### src/rtl/pcig_pkg.sv
// Shared defaults and helpers for the port change interrupt generator.
// Assumes: ports are equal-width slices of the pin vector.
package pcig_pkg;
    parameter int unsigned DEF_PORT_W      = 8;
    parameter int unsigned DEF_NUM_PORTS   = 2;
    parameter int unsigned DEF_SYNC_STAGES = 2;

    // Priming window: snapshots must see a filled synchroniser before arming.
    function automatic int unsigned prime_cycles(input int unsigned stages);
        return stages + 1;
    endfunction
endpackage

### src/rtl/pcig_sync.sv
// Multi-stage flop synchroniser for a vector of asynchronous pins.
// Assumes: each bit is independent; no bus coherence is required.
module pcig_sync #(
    parameter int unsigned W      = 16,
    parameter int unsigned STAGES = 2
) (
    input  logic         clk,
    input  logic         rst_n,
    input  logic [W-1:0] d_i,
    output logic [W-1:0] q_o
);
    logic [W-1:0] stg_q [STAGES];

    // Shift the pin vector through the synchroniser chain.
    always_ff @(posedge clk) begin
        if (!rst_n) begin
            for (int i = 0; i < int'(STAGES); i++) stg_q[i] <= '0;
        end else begin
            stg_q[0] <= d_i;
            for (int i = 1; i < int'(STAGES); i++) stg_q[i] <= stg_q[i-1];
        end
    end

    assign q_o = stg_q[STAGES-1];
endmodule

### src/rtl/pcig_port_track.sv
// Per-port snapshot and difference detector.
// The snapshot follows the synchronised pins until armed, then reloads only
// on the acknowledge strobe of a read of this port. Pending is any input pin
// that differs from the snapshot.
// Assumes: rd_ack_i is a single-cycle strobe in the clk domain.
module pcig_port_track #(
    parameter int unsigned PORT_W = 8
) (
    input  logic              clk,
    input  logic              rst_n,
    input  logic              armed_i,
    input  logic              rd_ack_i,
    input  logic [PORT_W-1:0] sync_i,
    input  logic [PORT_W-1:0] dir_i,
    output logic              pend_o
);
    logic [PORT_W-1:0] snap_q;

    // Reload the snapshot while priming or on a read acknowledge.
    always_ff @(posedge clk) begin
        if (!rst_n)                    snap_q <= '0;
        else if (!armed_i || rd_ack_i) snap_q <= sync_i;
    end

    // Flag a difference on any pin configured as input.
    assign pend_o = |((sync_i ^ snap_q) & dir_i);

    AST_ACK_RELOADS: assert property (@(posedge clk) disable iff (!rst_n)
        rd_ack_i |=> (snap_q == $past(sync_i)));
    AST_SNAP_HOLDS: assert property (@(posedge clk) disable iff (!rst_n)
        (armed_i && !rd_ack_i) |=> $stable(snap_q));
endmodule

### src/rtl/port_change_irq.sv
// Port change interrupt generator: synchronises the pins, tracks one
// snapshot per port and drives an open-drain-style active-low request.
// Assumes: dir_in and rd_ack are synchronous to clk; pin_in is asynchronous.
module port_change_irq
    import pcig_pkg::*;
#(
    parameter int unsigned PORT_W      = DEF_PORT_W,
    parameter int unsigned NUM_PORTS   = DEF_NUM_PORTS,
    parameter int unsigned SYNC_STAGES = DEF_SYNC_STAGES
) (
    input  logic                          clk,
    input  logic                          rst_n,
    input  logic [PORT_W*NUM_PORTS-1:0]   pin_in,
    input  logic [PORT_W*NUM_PORTS-1:0]   dir_in,
    input  logic [NUM_PORTS-1:0]          rd_ack,
    output logic                          irq_oe,
    output logic                          irq_n
);
    localparam int unsigned PIN_W = PORT_W * NUM_PORTS;
    localparam int unsigned PRIME = prime_cycles(SYNC_STAGES);
    localparam int unsigned ARM_W = $clog2(PRIME + 1);

    logic [PIN_W-1:0]     pin_sync;
    logic [NUM_PORTS-1:0] pend;
    logic [ARM_W-1:0]     arm_q;
    logic                 armed;
    logic                 irq_q;

    pcig_sync #(.W(PIN_W), .STAGES(SYNC_STAGES)) u_sync (
        .clk   (clk),
        .rst_n (rst_n),
        .d_i   (pin_in),
        .q_o   (pin_sync)
    );

    for (genvar p = 0; p < int'(NUM_PORTS); p++) begin : g_port
        pcig_port_track #(.PORT_W(PORT_W)) u_trk (
            .clk      (clk),
            .rst_n    (rst_n),
            .armed_i  (armed),
            .rd_ack_i (rd_ack[p]),
            .sync_i   (pin_sync[p*PORT_W +: PORT_W]),
            .dir_i    (dir_in[p*PORT_W +: PORT_W]),
            .pend_o   (pend[p])
        );
    end

    assign armed = (arm_q == ARM_W'(PRIME));

    // Count the priming window after reset, then stay armed.
    always_ff @(posedge clk) begin
        if (!rst_n)      arm_q <= '0;
        else if (!armed) arm_q <= arm_q + 1'b1;
    end

    // Register the combined request so the pin drive is glitch free.
    always_ff @(posedge clk) begin
        if (!rst_n) irq_q <= 1'b0;
        else        irq_q <= armed && (|pend);
    end

    assign irq_oe = irq_q;
    assign irq_n  = ~irq_q;

    AST_PRIME_QUIET: assert property (@(posedge clk) disable iff (!rst_n)
        !armed |=> !irq_oe);
    AST_OUTPUTS_SILENT: assert property (@(posedge clk) disable iff (!rst_n)
        (dir_in == '0) |=> !irq_oe);
    AST_LEVEL_POLARITY: assert property (@(posedge clk) disable iff (!rst_n)
        irq_n != irq_oe);
endmodule

### config.mk
export PLATFORM = sky130hd
export DESIGN_NAME = port_change_irq
export DESIGN_NICKNAME = d
export VERILOG_FILES = /design/src/rtl/pcig_pkg.sv /design/src/rtl/pcig_sync.sv /design/src/rtl/pcig_port_track.sv /design/src/rtl/port_change_irq.sv
export SDC_FILE = /design/constraint.sdc
export NUM_CORES = 1
export LEC_CHECK = 0
export BUFFER_PORTS_ARGS = -buffer_cell sky130_fd_sc_hd__buf_2
export CAP_MARGIN = 15
export CORE_MARGIN = 4
export CORE_UTILIZATION = 40
export DETAILED_ROUTE_END_ITERATION = 6
export HOLD_SLACK_MARGIN = 0.1
export PLACE_DENSITY = 0.61
export SYNTH_ARGS = -nofsm -noshare
export SYNTH_HDL_FRONTEND = slang
export SYNTH_SLANG_ARGS = --single-unit
export TNS_END_PERCENT = 10
### constraint.sdc
create_clock -name clk -period 1.3 [get_ports clk]
set_input_delay 0.195 -clock clk [delete_from_list [all_inputs] [get_ports clk]]
set_output_delay 0.195 -clock clk [all_outputs]
set_load 0.01 [all_outputs]
== After elaboration in Yosys (flattened, before gate mapping) ==
Memory sizes are Yosys's and may differ from the RTL's.
Cells that the tools add are included.

* Bits in registers: 19
* Memory bits (writable): 32
* Input bits: 36
* Logic and storage cells: 23
* Memories: 1

{| class="wikitable"
|+ Memory list
! name !! depth !! width !! rd ports !! clocked after memory_dff !! wr ports !! line !! RTL
|-
| u_sync.stg_q || 2 || 16 || 2 || 0 || 2 || pcig_sync.sv:12 || <nowiki>logic [W-1:0] stg_q [STAGES];</nowiki>
|}

* $add $sub $neg: 1
* Equality and inequality tests: 1
* Multiplexer cells: 4
* Bitwise logic cells: 7
* Reduce and logical (&&, ||, !) cells: 5

{| class="wikitable"
|+ Operator list
! kind !! count
|-
| $mux W16 || 2
|-
| $and A8 B8 Y8 || 2
|-
| $reduce_or A16 Y1 || 1
|-
| $xor A8 B8 Y8 || 2
|-
| $add A2 B1 Y2 const B || 1
|-
| $eq A2 B2 Y1 const B || 1
|-
| $logic_or A1 B1 Y1 || 2
|-
| $mux W1 || 2
|-
| $or A1 B1 Y1 || 2
|-
| $logic_and A1 B1 Y1 || 1
|-
| $logic_not A1 Y1 || 1
|-
| $not A1 Y1 || 1
|}

== Logic depth before layout (Yosys ltp) ==
Gate-level depths: netlist of run 1.

* Word-level depth: 4
* Depth in mapped cells: 5

== Cells and area by module ==
Synthesis of run 1 repeated with hierarchy kept, for this count alone.

* Cells, all modules: 172
* Area, all modules: 2,006.9 sq um

{| class="wikitable"
|+ Modules (own cells, without submodules)
! module !! instances !! cells an instance !! area each (sq um)
|-
| pcig_sync || 1 || 83 || 1,016.0
|-
| pcig_port_track || 2 || 39 || 430.4
|-
| port_change_irq || 1 || 11 || 130.1
|}

== Worst setup path after synthesis of run 1 ==
Ideal clock, no wire load.

* Path kind: reg-to-reg
* Start point: reg arm_q[0]
* End point: reg g_port[0].u_trk.snap_q[0]
* Library setup time: 116 ps
* Data arrival time: 1,034 ps
* Required time: 1,184 ps
* Path slack: 150 ps
* Stages on the path, launching flop included: 6
* Path buffers: 1
* Clock period less this slack: 1,150 ps
* Cells stage by stage: dfxtp_1 > ha_1 > nand2b_1 > buf_4 > mux2i_1 > nor2b_1

* Cells in the longest elaborated chain, start to end: 3

{| class="wikitable"
|+ Ends and longest elaborated chain
! element !! line !! RTL
|-
| start, declared || port_change_irq.sv:25 || <nowiki>logic [ARM_W-1:0] arm_q;</nowiki>
|-
| start signal, assigned || port_change_irq.sv:53 || <nowiki>else if (!armed) arm_q <= arm_q + 1'b1;</nowiki>
|-
| $eq A2 B2 Y1 || port_change_irq.sv:48 || <nowiki>assign armed = (arm_q == ARM_W'(PRIME));</nowiki>
|-
| $logic_not A1 Y1 || pcig_port_track.sv:22 || <nowiki>else if (!armed_i || rd_ack_i) snap_q <= sync_i;</nowiki>
|-
| $logic_or A1 B1 Y1 || pcig_port_track.sv:22 ||
|-
| end signal, assigned || pcig_port_track.sv:22 ||
|-
| end, declared || pcig_port_track.sv:17 || <nowiki>logic [PORT_W-1:0] snap_q;</nowiki>
|}

Every way passes these cells.
A chain may end at the register's enable or synchronous reset.

== Worst setup path in the final report of run 1 ==
* Start point: reg arm_q[0]
* End point: reg g_port[1].u_trk.snap_q[2]

* Cells in the longest elaborated chain, start to end: 3

{| class="wikitable"
|+ Ends and longest elaborated chain
! element !! line
|-
| $eq A2 B2 Y1 || port_change_irq.sv:48
|-
| $logic_not A1 Y1 || pcig_port_track.sv:22
|-
| $logic_or A1 B1 Y1 || pcig_port_track.sv:22
|-
| end signal, assigned || pcig_port_track.sv:22
|-
| end, declared || pcig_port_track.sv:17
|}

Every way passes these cells.

==> metrics.json, run 1 <==
{
  "drv.max_cap_violation_count": 0,
  "synthDominantCellAreaShare": 0.568,
  "cts_tree": "built",
  "worstSetupStartpointType": "flip-flop",
  "drt-vias-per-instance": 4.53,
  "antenna_cells_inserted": 0,
  "die-area_um2": 5630,
  "dp_worst_setup_slack_ps": 6.30,
  "hold_ws_ps": 111,
  "grt_pass1_wl_mm": 5.08,
  "min_period_ps": 1220,
  "gr-usage-all-layers": 0.121,
  "detail_route.first_pass.iterations": 4,
  "ys_async_sr_fraction": 0,
  "post_synth_inst_count": 157,
  "synth-edff-count": 0,
  "synth_seq_cells": 51,
  "power_switching_mw": 0.632,
  "post_dp_cell_area_um2": 2050,
  "detail_route.iter0.violations": 56,
  "fill_cells": 382,
  "num_rows": 24,
  "f_max_ghz": 0.819,
  "final_hold_viol_count": 0,
  "fraction_of_layout_instances_using_a_drive_strength_above_1": 0.229,
  "cts-htree-levels": 2,
  "skew_ps": 8.17,
  "totalNegativeSetupSlack_ps": 0,
  "criticalPathCategory": "reg2reg",
  "areaGrowthSynthToFinish_pct": 28.2,
  "p_sw_frac": 0.205,
  "max-vdd-ir-drop_v": 0.000773,
  "pwr-share-comb": 0.097,
  "worst_hold_path_type": "in2reg",
  "synth_ff_type": "sky130_fd_sc_hd__dfxtp_1",
  "pd_cells_nw_per_um2": 1330,
  "grt_max_degree": 52,
  "number_of_buffers_added_by_the_clock_tree_synthesis_step": 5,
  "worst_setup_path_endpoint": "g_port[1].u_trk.snap_q[2]",
  "clk_pin_slew_worst_paths_ps": 90,
  "worst-path-max-fanout": 8,
  "setup.reg_to_reg.worst_slack_ps": 80,
  "post_synth_main_area_contributors": "sky130_fd_sc_hd__dfxtp_1 (57%), sky130_fd_sc_hd__and2_1 (11%), sky130_fd_sc_hd__mux2i_1 (9.5%)",
  "reg2reg_from": "arm_q[0]",
  "synth.most_common_cell": "sky130_fd_sc_hd__dfxtp_1",
  "synthesis.yosys.warnings": 0,
  "totalWireLength_mm": 3.03,
  "cts_buffer_depth": 2,
  "slew_viol_final": 0,
  "port-buffer-count": 37,
  "footprint_of_the_multi_input_gates_um2": 742,
  "wl_per_cell_um": 11.6,
  "final_ant_viol_nets": 0,
  "r2r_cells": 5,
  "initial_core_util": 0.413,
  "crit_path_end_kind": "flip-flop",
  "p_total_mw": 3.08,
  "vert_die_dim_um": 75.0,
  "crit_arrival_ps": 1420,
  "synth_area_um2": 1800,
  "critPathRequiredTime_ps": 1500,
  "rsz_0062_raised_after_global_routing": "no",
  "result_of_the_run": "complete, no violations",
  "remaining_drc_errors": 0,
  "setup_viol_count_final": 0,
  "num_vias": 1186,
  "die_x_um": 75.0,
  "cell_internal_power_dissipation_mw": 2.44,
  "total_leakage_power_nw": 1.15,
  "syn_nets": 194,
  "antenna_found_initial": 0,
  "synth_area_per_cell_um2": 11.5,
  "clkLatencyLatePin_ps": 300,
  "clock_power_share": 0.358,
  "synthDistinctLibCells": 14,
  "num-nets-final": 246,
  "dp_hpwl_mm": 2.17,
  "worst-slew-pin-transition_ps": 625,
  "post-synth-top-area-cell": "sky130_fd_sc_hd__dfxtp_1",
  "timing.rr.end": "g_port[1].u_trk.snap_q[2]",
  "globalRouteOverflowTotal": 0,
  "synth-seq-area-share": 0.568,
  "timing.max_slew.rel_slack": 0.583,
  "routabilityCongestion": 0.653,
  "synth_commonest_cells": "sky130_fd_sc_hd__dfxtp_1 (51), sky130_fd_sc_hd__and2_1 (33), sky130_fd_sc_hd__mux2i_1 (17), sky130_fd_sc_hd__nor2b_1 (17), sky130_fd_sc_hd__xor2_1 (16)",
  "sequential_cell_area_um2": 1020,
  "layout.cell_area.non_filler_um2": 2300,
  "pin_count": 38,
  "p_seq_frac": 0.545,
  "ctsRootBufferMaster": "sky130_fd_sc_hd__clkbuf_8",
  "first_global_vias": 1225,
  "clkSinkCount": 51,
  "core_area_um2": 4350,
  "timing.final.ws_setup_ps": 79.5,
  "layout_worst_path_cycle_share": 0.939,
  "crit_start": "arm_q[0]"
}
[through the flow]
stage               std cells  utilization
floorplan                 157            -
global placement          241        0.472
detailed placement        241        0.472
CTS                       261        0.527
global route              262        0.529
finish                    262        0.529
[power by group through the flow]
stage | clock [mW] | sequential, mW | combinational [mW]
final | 1.10 | 1.68 | 0.298
after floorplan | 0 | 1.70 | 0.170
after detailed placement | 0 | 1.71 | 0.272
after CTS | 1.14 | 1.68 | 0.303
after global routing | 1.20 | 1.68 | 0.342
after global placement | 0 | 1.71 | 0.255
[kinds of logic (layout without fill, tap and decap cells)]
kind of cell	count (synthesis)	count (layout)	synth area share
buffers and inverters	8	61	0.0209
AO/OA/AOI/OAI	9	9	0.0390
flip-flops	51	51	0.568
XOR/XNOR	17	17	0.0828
AND/OR/NAND/NOR	54	54	0.188
multiplexers	17	17	0.0946
adder cells (fa/ha/maj)	1	1	0.00696
[state kept, by name, indices dropped and copies added, names as in the netlist]
| register | cells |
|---|---|
| u_sync.stg_q | 32 |
| arm_q | 2 |
| g_port.u_trk.snap_q | 16 |
| irq_oe | 1 |
[final cells by class]
class | count | area share
well taps | 52 | 0.0282
clock inverters | 2 | 0.0152
multi-input cells | 98 | 0.322
repair buffers | 52 | 0.154
inverters | 1 | 0.00163
flip-flops and latches | 51 | 0.443
clock buffers | 6 | 0.0358
[repair_timing]
action | CTS | global route
resized for setup | 1 | 0
endpoints found under the setup margin | 1 | 0
endpoints found under the hold margin | 12 | 1
setup buffers | 0 | 0
hold buffers | 12 | 1
[worst min-delay path by stage]
stage               depth (start not counted)       start                  end
finish                                      2   pin_in[1]   u_sync.stg_q[0][1]
global route                                2  pin_in[12]  u_sync.stg_q[0][12]
global placement                            2  pin_in[11]  u_sync.stg_q[0][11]
floorplan                                   1   pin_in[0]   u_sync.stg_q[0][0]
CTS                                         2  pin_in[15]  u_sync.stg_q[0][15]
detailed placement                          2  pin_in[13]  u_sync.stg_q[0][13]
[critical path, stage by stage, from the launching register on]
cell	delay (ps)
sky130_fd_sc_hd__dfxtp_1	360
sky130_fd_sc_hd__ha_2	250
sky130_fd_sc_hd__nand2b_1	110
sky130_fd_sc_hd__buf_12	160
sky130_fd_sc_hd__mux2i_1	180
sky130_fd_sc_hd__nor2b_1	60
[layout by cell type, fill, tap and decap left out]
master	synthesis	final
sky130_fd_sc_hd__clkbuf_8	0	6
sky130_fd_sc_hd__inv_1	1	1
sky130_fd_sc_hd__nand2b_1	2	2
sky130_fd_sc_hd__dfxtp_1	51	51
sky130_fd_sc_hd__clkinv_2	0	1
sky130_fd_sc_hd__buf_2	0	37
sky130_fd_sc_hd__mux2i_1	17	17
sky130_fd_sc_hd__and2_1	33	33
sky130_fd_sc_hd__ha_2	0	1
sky130_fd_sc_hd__nor2b_1	17	17
sky130_fd_sc_hd__bufinv_16	0	1
sky130_fd_sc_hd__xor2_1	16	16
sky130_fd_sc_hd__buf_12	0	2
sky130_fd_sc_hd__nand4_1	2	2
sky130_fd_sc_hd__o211a_1	1	1
sky130_fd_sc_hd__a22oi_1	8	8
sky130_fd_sc_hd__dlygate4sd3_1	0	13
sky130_fd_sc_hd__xnor2_1	1	1
[per-layer routing]
metal / routed length [µm] / vias to the layer above / track usage
met1: 1290 / 540 / 0.133
met2: 1470 / 30 / 0.207
met3: 211 / 7 / 0.0507
li1: - / 609 / -
met5: 0 / - / 0
met4: 50 / 0 / 0.0474
Note: power is estimated with default switching activity, not from simulation.
==> run 2: changes to the inputs <==
--- a/config.mk
+++ b/config.mk
@@ -7,6 +7,7 @@
 export LEC_CHECK = 0
 export BUFFER_PORTS_ARGS = -buffer_cell sky130_fd_sc_hd__buf_2
 export CAP_MARGIN = 15
+export CORE_ASPECT_RATIO = 0.5
 export CORE_MARGIN = 4
 export CORE_UTILIZATION = 40
 export DETAILED_ROUTE_END_ITERATION = 6
==> metrics.json, run 2 (synthesized netlist as in run 1, its figures left out) <==
{
  "pin_count": 38,
  "worstSetupStartpointType": "flip-flop",
  "reg2reg_from": "g_port[1].u_trk.snap_q[4]",
  "slew_viol_final": 0,
  "die-area_um2": 5700,
  "clkSinkCount": 51,
  "antenna_found_initial": 0,
  "crit_arrival_ps": 1380,
  "number_of_buffers_added_by_the_clock_tree_synthesis_step": 5,
  "topRoutingLayerUsed": "met4",
  "die_x_um": 103,
  "num_vias": 1150,
  "r2r_cells": 4,
  "crit_chain": "xor2_1 -> a22oi_1 -> nand4_1 -> o211a_1",
  "p_total_mw": 3.02,
  "setup.reg_to_reg.worst_slack_ps": 110,
  "result_of_the_run": "complete, no violations",
  "crit_path_end_kind": "flip-flop",
  "clkLatencyLatePin_ps": 300,
  "p_sw_frac": 0.209,
  "skew_ps": 3.16,
  "largest_register_ff_count": 32,
  "rsz_0062_raised_after_global_routing": "no",
  "crit_start": "g_port[1].u_trk.snap_q[4]",
  "met2_wirelength_mm": 1.19,
  "core_area_um2": 4100,
  "worst_hold_path_type": "in2reg",
  "final_hold_viol_count": 0,
  "top_register": "u_sync.stg_q",
  "totalWireLength_mm": 2.93,
  "fill_cells": 376,
  "num_rows": 16,
  "drt-vias-per-instance": 4.32,
  "areaGrowthSynthToFinish_pct": 29.0,
  "critPathRequiredTime_ps": 1500,
  "fraction_of_layout_instances_using_a_drive_strength_above_1": 0.222,
  "cts_buffer_depth": 2,
  "worst_setup_path_endpoint": "irq_oe",
  "drv.max_cap_violation_count": 0,
  "mostFrequentLayoutCell": "sky130_fd_sc_hd__dfxtp_1",
  "final_util": 0.565,
  "globalRouteOverflowTotal": 0,
  "layout_worst_path_cycle_share": 0.913,
  "max-vdd-ir-drop_v": 0.000683,
  "totalNegativeSetupSlack_ps": 0,
  "grt_pass1_wl_mm": 5.02,
  "setup_viol_count_final": 0,
  "detail_route.iter0.violations": 23,
  "total_leakage_power_nw": 1.15,
  "stages_on_worst_setup_path": 4,
  "reg_top3": "u_sync.stg_q x32, g_port.u_trk.snap_q x16, arm_q x2",
  "f_max_ghz": 0.842,
  "port-buffer-count": 37,
  "antenna_cells_inserted": 0,
  "num-nets-final": 249,
  "vert_die_dim_um": 55.4,
  "postCtsSetupRepairBufs": 0,
  "criticalPathCategory": "reg2reg",
  "crit_buf_inv": 0,
  "gr-usage-all-layers": 0.113,
  "pwr-share-comb": 0.102,
  "first_global_vias": 1170,
  "final_ant_viol_nets": 0,
  "ctsRootBufferMaster": "sky130_fd_sc_hd__clkbuf_8",
  "clk_pin_slew_worst_paths_ps": 80,
  "power_switching_mw": 0.631,
  "initial_core_util": 0.438,
  "worst-slew-pin-transition_ps": 641,
  "remaining_drc_errors": 0,
  "worst-path-max-fanout": 2,
  "footprint_of_the_multi_input_gates_um2": 742,
  "grt_max_degree": 52,
  "cell_internal_power_dissipation_mw": 2.39,
  "pd_cells_nw_per_um2": 1300,
  "maximum_cell_stage_delay_along_the_critical_path_ps": 330,
  "timing.max_slew.rel_slack": 0.573,
  "crit_path_top_delay_cell": "sky130_fd_sc_hd__dfxtp_1",
  "final_cell_mix": "sky130_fd_sc_hd__dfxtp_1 (51), sky130_fd_sc_hd__buf_2 (37), sky130_fd_sc_hd__and2_1 (33), sky130_fd_sc_hd__mux2i_1 (17), sky130_fd_sc_hd__nor2b_1 (17)",
  "cp_top_family": "compound AO/OA/AOI/OAI gates",
  "routed-wl-met3_um": 226,
  "min_period_ps": 1190,
  "clock_power_share": 0.345,
  "timing.rr.end": "irq_oe",
  "p_seq_frac": 0.553,
  "cts_tree": "built",
  "wl_met1_mm": 1.48,
  "wl_per_cell_um": 11.0,
  "sequential_cell_area_um2": 1020,
  "dp_hpwl_mm": 2.01,
  "routabilityCongestion": 0.673,
  "detail_route.first_pass.iterations": 4,
  "cts-htree-levels": 2
}
run 2: changes by cell type in the layout (fill, tap and decap cells not counted):
cell	change
sky130_fd_sc_hd__buf_4	+1
sky130_fd_sc_hd__clkbuf_8	-1
sky130_fd_sc_hd__dlygate4sd3_1	+2
sky130_fd_sc_hd__clkbuf_1	+1
sky130_fd_sc_hd__clkinv_2	-1
run 2: worst min-delay path by stage:
stage | start | to | slack, ps | cells past startpoint
after global routing | pin_in[3] | u_sync.stg_q[0][3] | 110 | 2
after global placement | pin_in[3] | u_sync.stg_q[0][3] | 400 | 2
after CTS | pin_in[3] | u_sync.stg_q[0][3] | 100 | 2
final | pin_in[3] | u_sync.stg_q[0][3] | 100 | 2
after detailed placement | pin_in[4] | u_sync.stg_q[0][4] | 400 | 2
after floorplan | pin_in[0] | u_sync.stg_q[0][0] | 320 | 1
run 2: worst register-to-register path: stages (launching register included):
cell,delay [ps]
sky130_fd_sc_hd__dfxtp_1,330
sky130_fd_sc_hd__xor2_1,160
sky130_fd_sc_hd__a22oi_1,200
sky130_fd_sc_hd__nand4_1,170
sky130_fd_sc_hd__o211a_1,230
run 2: cell type report:
type | instances | share of cell area
sequential | 51 | 0.440
multi-input combinational | 98 | 0.320
timing repair buffer | 55 | 0.165
clock buffer | 6 | 0.0313
tap | 54 | 0.0291
clock inverter | 1 | 0.0129
inverter | 1 | 0.00162
run 2: repair_timing:
action	CTS	global route
endpoints found under the setup margin	0	3
hold buffers	15	0
hold endpoints to repair	15	0
gates resized for setup	0	1
run 2: routing by layer:
metal,global-route usage,up-vias
met4,0.0554,0
met1,0.149,502
met3,0.0427,4
met5,0,-
met2,0.161,32
li1,-,612
run 2: power groups by stage:
stage	logic, mW	registers (mW)	clock network, mW
2_1_floorplan	0.170	1.70	0
3_3_place_gp	0.269	1.71	0
3_5_place_dp	0.275	1.71	0
4_1_cts	0.311	1.67	1.07
5_1_grt	0.343	1.68	1.13
6_report	0.308	1.67	1.04
run 2: per-stage QoR:
step	setup WS (ps)	instances	hold WS, ps	instance area, µm²
2_1_floorplan	150	157	322	1800
3_3_place_gp	118	244	401	2060
3_5_place_dp	87.3	244	404	2060
4_1_cts	73.3	266	104	2320
5_1_grt	25.4	266	107	2320
6_report	113	266	104	2320
